--- src/rtl/uart_addr_pkg.sv ---
package uart_addr_pkg;
  typedef enum logic [1:0] {
    RX_IDLE,
    RX_START,
    RX_BITS,
    RX_STOP
  } rx_state_e;
endpackage

--- src/rtl/uart_rx_frame.sv ---
module uart_rx_frame
  import uart_addr_pkg::*;
#(
  parameter int DATA_W = 8,
  parameter int OVS    = 16
) (
  input  logic              clk_i,
  input  logic              rst_ni,
  input  logic              rxd_i,
  input  logic              tick_i,
  output logic              done_o,
  output logic              stop_ok_o,
  output logic [DATA_W-1:0] data_o,
  output logic              bit9_o
);
  localparam int CNT_W = $clog2(OVS);
  localparam int IDX_W = $clog2(DATA_W + 1);
  localparam logic [CNT_W-1:0] HALF_C = CNT_W'(OVS / 2 - 1);
  localparam logic [CNT_W-1:0] LAST_C = CNT_W'(OVS - 1);
  localparam logic [IDX_W-1:0] NBIT_C = IDX_W'(DATA_W);

  logic [1:0]       sync_q;
  logic             rxd_s;
  rx_state_e        state_q;
  logic [CNT_W-1:0] cnt_q;
  logic [IDX_W-1:0] idx_q;
  logic [DATA_W:0]  sh_q;

  assign rxd_s = sync_q[1];

  always_ff @(posedge clk_i or negedge rst_ni) begin
    if (!rst_ni) sync_q <= 2'b11;
    else         sync_q <= {sync_q[0], rxd_i};
  end

  always_ff @(posedge clk_i or negedge rst_ni) begin
    if (!rst_ni) begin
      state_q   <= RX_IDLE;
      cnt_q     <= '0;
      idx_q     <= '0;
      sh_q      <= '0;
      done_o    <= 1'b0;
      stop_ok_o <= 1'b0;
    end else begin
      done_o <= 1'b0;
      if (tick_i) begin
        unique case (state_q)
          RX_IDLE: begin
            cnt_q <= '0;
            if (!rxd_s) state_q <= RX_START;
          end
          RX_START: begin
            if (cnt_q == HALF_C) begin
              cnt_q   <= '0;
              idx_q   <= '0;
              // false start if line is back high at mid start bit
              state_q <= rxd_s ? RX_IDLE : RX_BITS;
            end else cnt_q <= cnt_q + 1'b1;
          end
          RX_BITS: begin
            if (cnt_q == LAST_C) begin
              cnt_q <= '0;
              sh_q  <= {rxd_s, sh_q[DATA_W:1]};
              if (idx_q == NBIT_C) state_q <= RX_STOP;
              else                 idx_q   <= idx_q + 1'b1;
            end else cnt_q <= cnt_q + 1'b1;
          end
          RX_STOP: begin
            if (cnt_q == LAST_C) begin
              cnt_q     <= '0;
              done_o    <= 1'b1;
              stop_ok_o <= rxd_s;
              state_q   <= RX_IDLE;
            end else cnt_q <= cnt_q + 1'b1;
          end
          default: state_q <= RX_IDLE;
        endcase
      end
    end
  end

  assign data_o = sh_q[DATA_W-1:0];
  assign bit9_o = sh_q[DATA_W];

  // completion is a single-cycle pulse
  p_done_pulse_r1: assert property (@(posedge clk_i) disable iff (!rst_ni)
    done_o |=> !done_o);
endmodule

--- src/rtl/uart_addr_match.sv ---
module uart_addr_match #(
  parameter int DATA_W = 8
) (
  input  logic [DATA_W-1:0] rx_i,
  input  logic [DATA_W-1:0] addr_i,
  input  logic [DATA_W-1:0] mask_i,
  output logic              hit_o
);
  logic [DATA_W-1:0] bc;
  logic [DATA_W-1:0] own_miss;
  logic [DATA_W-1:0] bc_miss;

  assign bc = addr_i | mask_i;

  for (genvar i = 0; i < DATA_W; i++) begin : g_bit
    assign own_miss[i] = mask_i[i] & (rx_i[i] ^ addr_i[i]);
    assign bc_miss[i]  = bc[i] & (rx_i[i] ^ bc[i]);
  end

  assign hit_o = ~|own_miss | ~|bc_miss;
endmodule

--- src/rtl/uart_addr_rx.sv ---
module uart_addr_rx #(
  parameter int DATA_W = 8,
  parameter int OVS    = 16
) (
  input  logic              clk_i,
  input  logic              rst_ni,
  input  logic              rxd_i,
  input  logic              tick_i,
  input  logic              mp_en_i,
  input  logic [DATA_W-1:0] node_addr_i,
  input  logic [DATA_W-1:0] node_mask_i,
  input  logic              flag_clr_i,
  output logic [DATA_W-1:0] data_o,
  output logic              bit9_o,
  output logic              rx_flag_o
);
  logic              fr_done;
  logic              fr_stop_ok;
  logic [DATA_W-1:0] fr_data;
  logic              fr_bit9;
  logic              addr_hit;
  logic              accept;

  uart_rx_frame #(.DATA_W(DATA_W), .OVS(OVS)) u_frame (
    .clk_i    (clk_i),
    .rst_ni   (rst_ni),
    .rxd_i    (rxd_i),
    .tick_i   (tick_i),
    .done_o   (fr_done),
    .stop_ok_o(fr_stop_ok),
    .data_o   (fr_data),
    .bit9_o   (fr_bit9)
  );

  uart_addr_match #(.DATA_W(DATA_W)) u_match (
    .rx_i  (fr_data),
    .addr_i(node_addr_i),
    .mask_i(node_mask_i),
    .hit_o (addr_hit)
  );

  // overrun frames are dropped; in mp mode only matched addresses pass
  assign accept = fr_done & fr_stop_ok & ~rx_flag_o &
                  (~mp_en_i | (fr_bit9 & addr_hit));

  always_ff @(posedge clk_i or negedge rst_ni) begin
    if (!rst_ni) begin
      rx_flag_o <= 1'b0;
      data_o    <= '0;
      bit9_o    <= 1'b0;
    end else if (flag_clr_i) begin
      rx_flag_o <= 1'b0;
    end else if (accept) begin
      rx_flag_o <= 1'b1;
      data_o    <= fr_data;
      bit9_o    <= fr_bit9;
    end
  end

  p_flag_hold_r11: assert property (@(posedge clk_i) disable iff (!rst_ni)
    rx_flag_o && !flag_clr_i |=> rx_flag_o);
  p_flag_clr_r11: assert property (@(posedge clk_i) disable iff (!rst_ni)
    flag_clr_i |=> !rx_flag_o);
  p_keep_data_r10: assert property (@(posedge clk_i) disable iff (!rst_ni)
    rx_flag_o |=> $stable(data_o) && $stable(bit9_o));
  p_rise_after_frame_r1: assert property (@(posedge clk_i) disable iff (!rst_ni)
    $rose(rx_flag_o) |-> $past(fr_done));
  p_mp_addr_only_r5: assert property (@(posedge clk_i) disable iff (!rst_ni)
    $rose(rx_flag_o) && $past(mp_en_i) |-> bit9_o);
endmodule

--- config.mk ---
export PLATFORM = sky130hd
export DESIGN_NAME = uart_addr_rx
export DESIGN_NICKNAME = d
export VERILOG_FILES = /design/src/rtl/uart_addr_pkg.sv /design/src/rtl/uart_rx_frame.sv /design/src/rtl/uart_addr_match.sv /design/src/rtl/uart_addr_rx.sv
export SDC_FILE = /design/constraint.sdc
export NUM_CORES = 1
export LEC_CHECK = 0
export CAP_MARGIN = 15
export CORE_MARGIN = 2
export CORE_UTILIZATION = 27
export CTS_BUF_LIST = sky130_fd_sc_hd__clkbuf_4
export CTS_CLUSTER_SIZE = 14
export DETAILED_ROUTE_END_ITERATION = 10
export DONT_BUFFER_PORTS = 1
export PLACE_DENSITY = 0.4
export SETUP_SLACK_MARGIN = 0.4
export SYNTH_ARGS = -nofsm -noshare
export SYNTH_HDL_FRONTEND = slang
export SYNTH_SLANG_ARGS = --single-unit
export TNS_END_PERCENT = 50
--- constraint.sdc ---
create_clock -name clk_i -period 1.6 [get_ports clk_i]
set_input_delay 0.32 -clock clk_i [delete_from_list [all_inputs] [get_ports clk_i]]
set_output_delay 0.32 -clock clk_i [all_outputs]
set_load 0.005 [all_outputs]
### After elaboration in Yosys (flattened, before gate mapping)

Cells that the tools add are included.

* multiplexer cells: 19
* eq/ne operators: 12
* bitwise logic cells: 42
* add/subtract/negate cells: 2
* reductions and logical operators: 13

Operator list (count)
* $and A1 B1 Y1: 20
* $mux W4: 5
* $reduce_or A8 Y1: 2
* $xor A1 B1 Y1: 16
* $mux W2: 6
* $pmux W4 S3: 1
* $add A4 B1 Y4 const B: 2
* $eq A4 B4 Y1 const B: 2
* $ne A2 B1 Y1 const B: 4
* $or A8 B8 Y8: 1
* $pmux W2 S4: 1
* $pmux W4 S2: 1
* $reduce_and A3 Y1: 2
* $reduce_and A6 Y1: 1
* $mux W1: 5
* $reduce_and A5 Y1: 1
* $eq A2 B2 Y1 const B: 2
* $eq A4 B3 Y1 const B: 1
* $ne A2 B2 Y1 const B: 2
* $reduce_bool A2 Y1: 2
* $not A1 Y1: 3
* $eq A2 B1 Y1 const B: 1
* $logic_not A1 Y1: 2
* $logic_not A2 Y1: 1
* other kinds (3): 4

* logic and storage cells: 98
* output and inout port bits: 10
* register bits after elaboration: 33
* input port bits: 22

### Depth between registers and ports, before layout

* word-level depth: 11
* gate-level depth with buffers: 6
* mapped depth without buffers: 6

### Hierarchy

Synthesis repeated with hierarchy kept, for this count alone.

* cells, all modules: 147
* area, all modules: 1681.6 sq um

By module, submodules not included
* uart_rx_frame: area each 1093.5 sq um, times used 1, sequential area each 578.1 sq um, cells each 97
* uart_addr_rx: area each 401.6 sq um, times used 1, sequential area each 250.2 sq um, cells each 24
* uart_addr_match: area each 186.4 sq um, times used 1, sequential area each 0.0 sq um, cells each 26

### Least setup slack after synthesis

No wires, ideal clock.

* path type: register to register
* start: reg u_frame.cnt_q[0]
* end: reg u_frame.idx_q[2]
* data required time: 1463 ps
* stages on the path, launching flop included: 7
* arrival time: 1355 ps
* period minus slack after synthesis: 1491 ps
* buffers on the path: 0
* setup time: 137 ps
* slack: 109 ps
* cell sequence: dfrtp_1 -> ha_1 -> nand3_4 -> a311oi_4 -> nand2_2 -> xnor2_1 -> nor2_1

* word-level cells in the longest chain between the ends: 3
* elaborated cells on any way between the ends: 5
* classes of those cells: eq/ne: 4; reduce/logical: 1

Ends and longest elaborated chain
* start, declared: RTL line uart_rx_frame.sv:25 `logic [CNT_W-1:0] cnt_q;`
* start signal, assigned: RTL line uart_rx_frame.sv:58 `end else cnt_q <= cnt_q + 1'b1;`
* start signal, assigned: RTL line uart_rx_frame.sv:66 `end else cnt_q <= cnt_q + 1'b1;`
* start signal, assigned: RTL line uart_rx_frame.sv:74 `end else cnt_q <= cnt_q + 1'b1;`
* $eq A4 B4 Y1 or $eq A4 B3 Y1 (tied branches): RTL line uart_rx_frame.sv:61, uart_rx_frame.sv:53
* $ne A2 B1 Y1 (no line)
* $reduce_and A5 Y1 (no line) (*)
* end signal, assigned: RTL line uart_rx_frame.sv:65 `else idx_q <= idx_q + 1'b1;`
* end, declared: RTL line uart_rx_frame.sv:26 `logic [IDX_W-1:0] idx_q;`

Every way passes the cells marked *; elsewhere a longest branch is shown, timed or not.
A chain may end at the register's enable or synchronous reset.

### Worst setup path in the final report

* start: reg u_frame.cnt_q[0]
* end: reg u_frame.stop_ok_o

* word-level cells in the longest chain between the ends: 2

Ends and longest elaborated chain
* $eq A4 B4 Y1: RTL line uart_rx_frame.sv:69 `if (cnt_q == LAST_C) begin`
* $reduce_and A3 Y1 (no line)
* end signal, assigned: RTL line uart_rx_frame.sv:72 `stop_ok_o <= rxd_s;`
* end, declared: RTL line uart_rx_frame.sv:12 `output logic stop_ok_o,`

Every way passes these cells.

==> flow_metrics.env <==
export IMPL_top_usage_layer="met2"
export IMPL_startpoint="u_frame.cnt_q[0]"
export IMPL_synth_edf_count=0
export IMPL_synthCells=155
export IMPL_filler_cell_count=635
export IMPL_async_reset_ff_share_pct=100
export IMPL_startpoint_type="register"
export IMPL_ir_drop_uv=287
export IMPL_timing_clock_skew_ns=0.0156
export IMPL_syn_to_final_growth_pct=25.3
export IMPL_layout_common_cells="30 x dfrtp_1, 24 x mux2i_1, 18 x buf_4"
export IMPL_ys_warn_count=0
export IMPL_clk_latency_ns=0.33
export IMPL_final_cells=262
export IMPL_worstHoldPathType="input port to register"
export IMPL_finalMaxSlewViolations=0
export IMPL_vias=1324
export IMPL_avgSynthCellArea_sq_um=11.7
export IMPL_chipWidth_microns=85.8
export IMPL_antenna_cells=0
export IMPL_r2r_start="u_frame.cnt_q[0]"
export IMPL_layout_commonest_cell="dfrtp_1"
export IMPL_cp_arrival_ns=1.66
export IMPL_design_portCount=32
export IMPL_clockBufferDepth=2
export IMPL_cts_buffers=5
export IMPL_p_total_mw=2.40
export IMPL_cts_root_buf="clkbuf_4"
export IMPL_grt_pass1_vias=1378
export IMPL_clk_pin_slew_ns=0.10
export IMPL_ys_types=42
export IMPL_grtUsageMet3_pct=4.04
export IMPL_gp_congestion=0.762
export IMPL_grt_use_total_pct=12.0
export IMPL_tightest_slew_ns=0.331
export IMPL_min_period_ns=1.44
export IMPL_yosysSeqAreaShare_pct=45.8
export IMPL_wirelength_mm=4.06
export IMPL_powerDensity_nw_per_um2=1060
export IMPL_rsz0062_at_grt="yes"
export IMPL_setup_viol=0
export IMPL_clock_sinks=33
export IMPL_die_h_microns=85.8
export IMPL_grt_max_degree=34
export IMPL_crit_type="register to register"
export IMPL_crit_chain="ha_4, nand3_4, nor3_2, mux2_1"
export IMPL_core_sq_um=6420
export IMPL_leakage_nw=1.20
export IMPL_drt_pre_antenna_iters=6
export IMPL_worstHoldStart="tick_i"
export IMPL_maxCapViolCount=0
export IMPL_placed_cells=242
export IMPL_worstRegToRegCells=4
export IMPL_dp_hpwl_mm=2.89
export IMPL_rows=29
export IMPL_max_freq_mhz=694
export IMPL_h_tree_depth=2
export IMPL_path_depth=4
export IMPL_use_met2_pct=19.3
export IMPL_grt_first_pass_wirelength_mm=6.92
export IMPL_required_ns=1.82
export IMPL_synth_ff_type="dfrtp_1"
export IMPL_netlist_area_sq_um=1810
export IMPL_initial_core_util_pct=28.2
export IMPL_status="finished clean"
export IMPL_dieArea_sq_um=7370
export IMPL_cp_top_family="simple AND/OR/NAND/NOR gates"
export IMPL_utilization_pct=35.3
export IMPL_drtIter0Drc=56
export IMPL_drive_gt1_share_pct=34.1
export IMPL_cp_slowest_cell="dfrtp_1"
export IMPL_ys_ff_latch=33
export IMPL_drc=0
export IMPL_slowest_delay_ns=0.40
export IMPL_cts_tree="built"
export IMPL_min_delay_path_depth=1
export IMPL_crit_buf_inv=0
export IMPL_wire_per_inst_microns=15.5
export IMPL_crit_path_end_kind="register"
export IMPL_grt_ovfl_total=0
export IMPL_nNetsFinal=209
export IMPL_vias_per_cell=5.05
export IMPL_maxSlewHeadroom_pct=77.8
export IMPL_hold_viol=0
export IMPL_use_met1_pct=15.5
export IMPL_crit_path_max_fanout=6
export IMPL_antenna_found_initial=0
export IMPL_synth_fp_nets=180
export IMPL_numPortBuffers=0
export IMPL_period_share_pct=90.0
export IMPL_drt_antenna_violating_nets=0
==> synth_stat cells (2+ instances only) <==
library cell | number | share of area (%)
dfrtp_1 | 31 | 43
mux2i_1 | 24 | 13
nor2_1 | 12 | 2.5
mux2_1 | 10 | 6.2
xor2_1 | 9 | 4.4
nand2_1 | 8 | 1.7
a21oi_1 | 6 | 1.7
inv_1 | 5 | 1.0
a22oi_1 | 4 | 1.7
ha_1 | 3 | 2.1
inv_2 | 3 | 0.62
o2bb2ai_1 | 3 | 1.5
buf_4 | 2 | 0.83
dfstp_2 | 2 | 2.9
mux2_2 | 2 | 1.2
nand4_1 | 2 | 0.69
o21ai_1 | 2 | 0.55
o221ai_1 | 2 | 0.97
o22ai_1 | 2 | 0.69
==> state kept, by name (all words and copies together), names as in the netlist, named ones only <==
register / cells
u_frame.idx_q: 4
u_frame.sh_q: 9
bit9_o: 1
rx_flag_o: 1
u_frame.state_q: 1
u_frame.cnt_q: 4
u_frame.stop_ok_o: 1
u_frame.done_o: 1
u_frame.sync_q: 2
data_o: 8
==> per-layer routing <==
metal,share of wire (%),routed length (microns),up-vias
met4,0.98,40,0
met3,5.2,210,5
met1,45,1840,664
li1,-,-,629
met5,0,0,-
met2,49,1970,26
==> path summary, 6_finish.rpt <==
kind	slack (ns)	end
worst max-delay path	0.16	u_frame.stop_ok_o
worst min-delay path	0.08	u_frame.cnt_q[3]
worst max register to register	0.16	u_frame.stop_ok_o
worst min register to register	0.36	u_frame.sync_q[1]
max in group asynchronous	0.92	u_frame.sync_q[0]
min in group asynchronous	0.42	u_frame.sh_q[0]
==> cells by family after synthesis <==
logic type | Yosys count | synth area share, %
and+or+nand+nor | 35 | 12.2
DFF | 33 | 45.8
buffers and inverters | 10 | 2.49
adders and majority gates | 3 | 2.08
AOI/OAI and AO/OA | 28 | 11.8
xor gates and xnor gates | 10 | 4.84
muxes | 36 | 20.8
==> metrics by stage <==
step	setup TNS, ns	setup WS [ns]	cell area (sq um)	hold slack (ns)
2_1_floorplan	0	0.197	1860	0.0244
3_3_place_gp	-0.170	-0.0623	2030	0.0253
3_5_place_dp	-0.556	-0.126	2030	0.0253
4_1_cts	0	0.115	2190	0.0622
5_1_grt	0	0.0812	2260	0.0645
6_report	0	0.160	2260	0.0817
==> what timing repair did <==
item | CTS | global route
cloned | 0 | 1
endpoints found under the setup margin | 28 | 29
buffers inserted | 4 | 4
hold buffers | 3 | 0
resized for setup | 5 | 5
pin swaps | 6 | 4
hold endpoints to repair | 34 | 0
==> where the power goes <==
part	switching, mW	internal (mW)	total [mW]
Clock	0.283	0.205	0.488
Combinational	0.367	0.405	0.772
Sequential	0.160	0.981	1.14
Total	0.810	1.59	2.40
==> final cells by class <==
cell class / instances / area [sq um] / area share [%]
well taps: 77 / 96.3 / 4.25
repair buffers: 24 / 231 / 10.2
clock inverters: 1 / 5.00 / 0.221
inverters: 8 / 30.0 / 1.33
clock buffers: 7 / 52.6 / 2.32
flip-flops and latches: 33 / 830 / 36.6
multi-input cells: 112 / 1020 / 45.0
(Power assumes the default switching activity.)
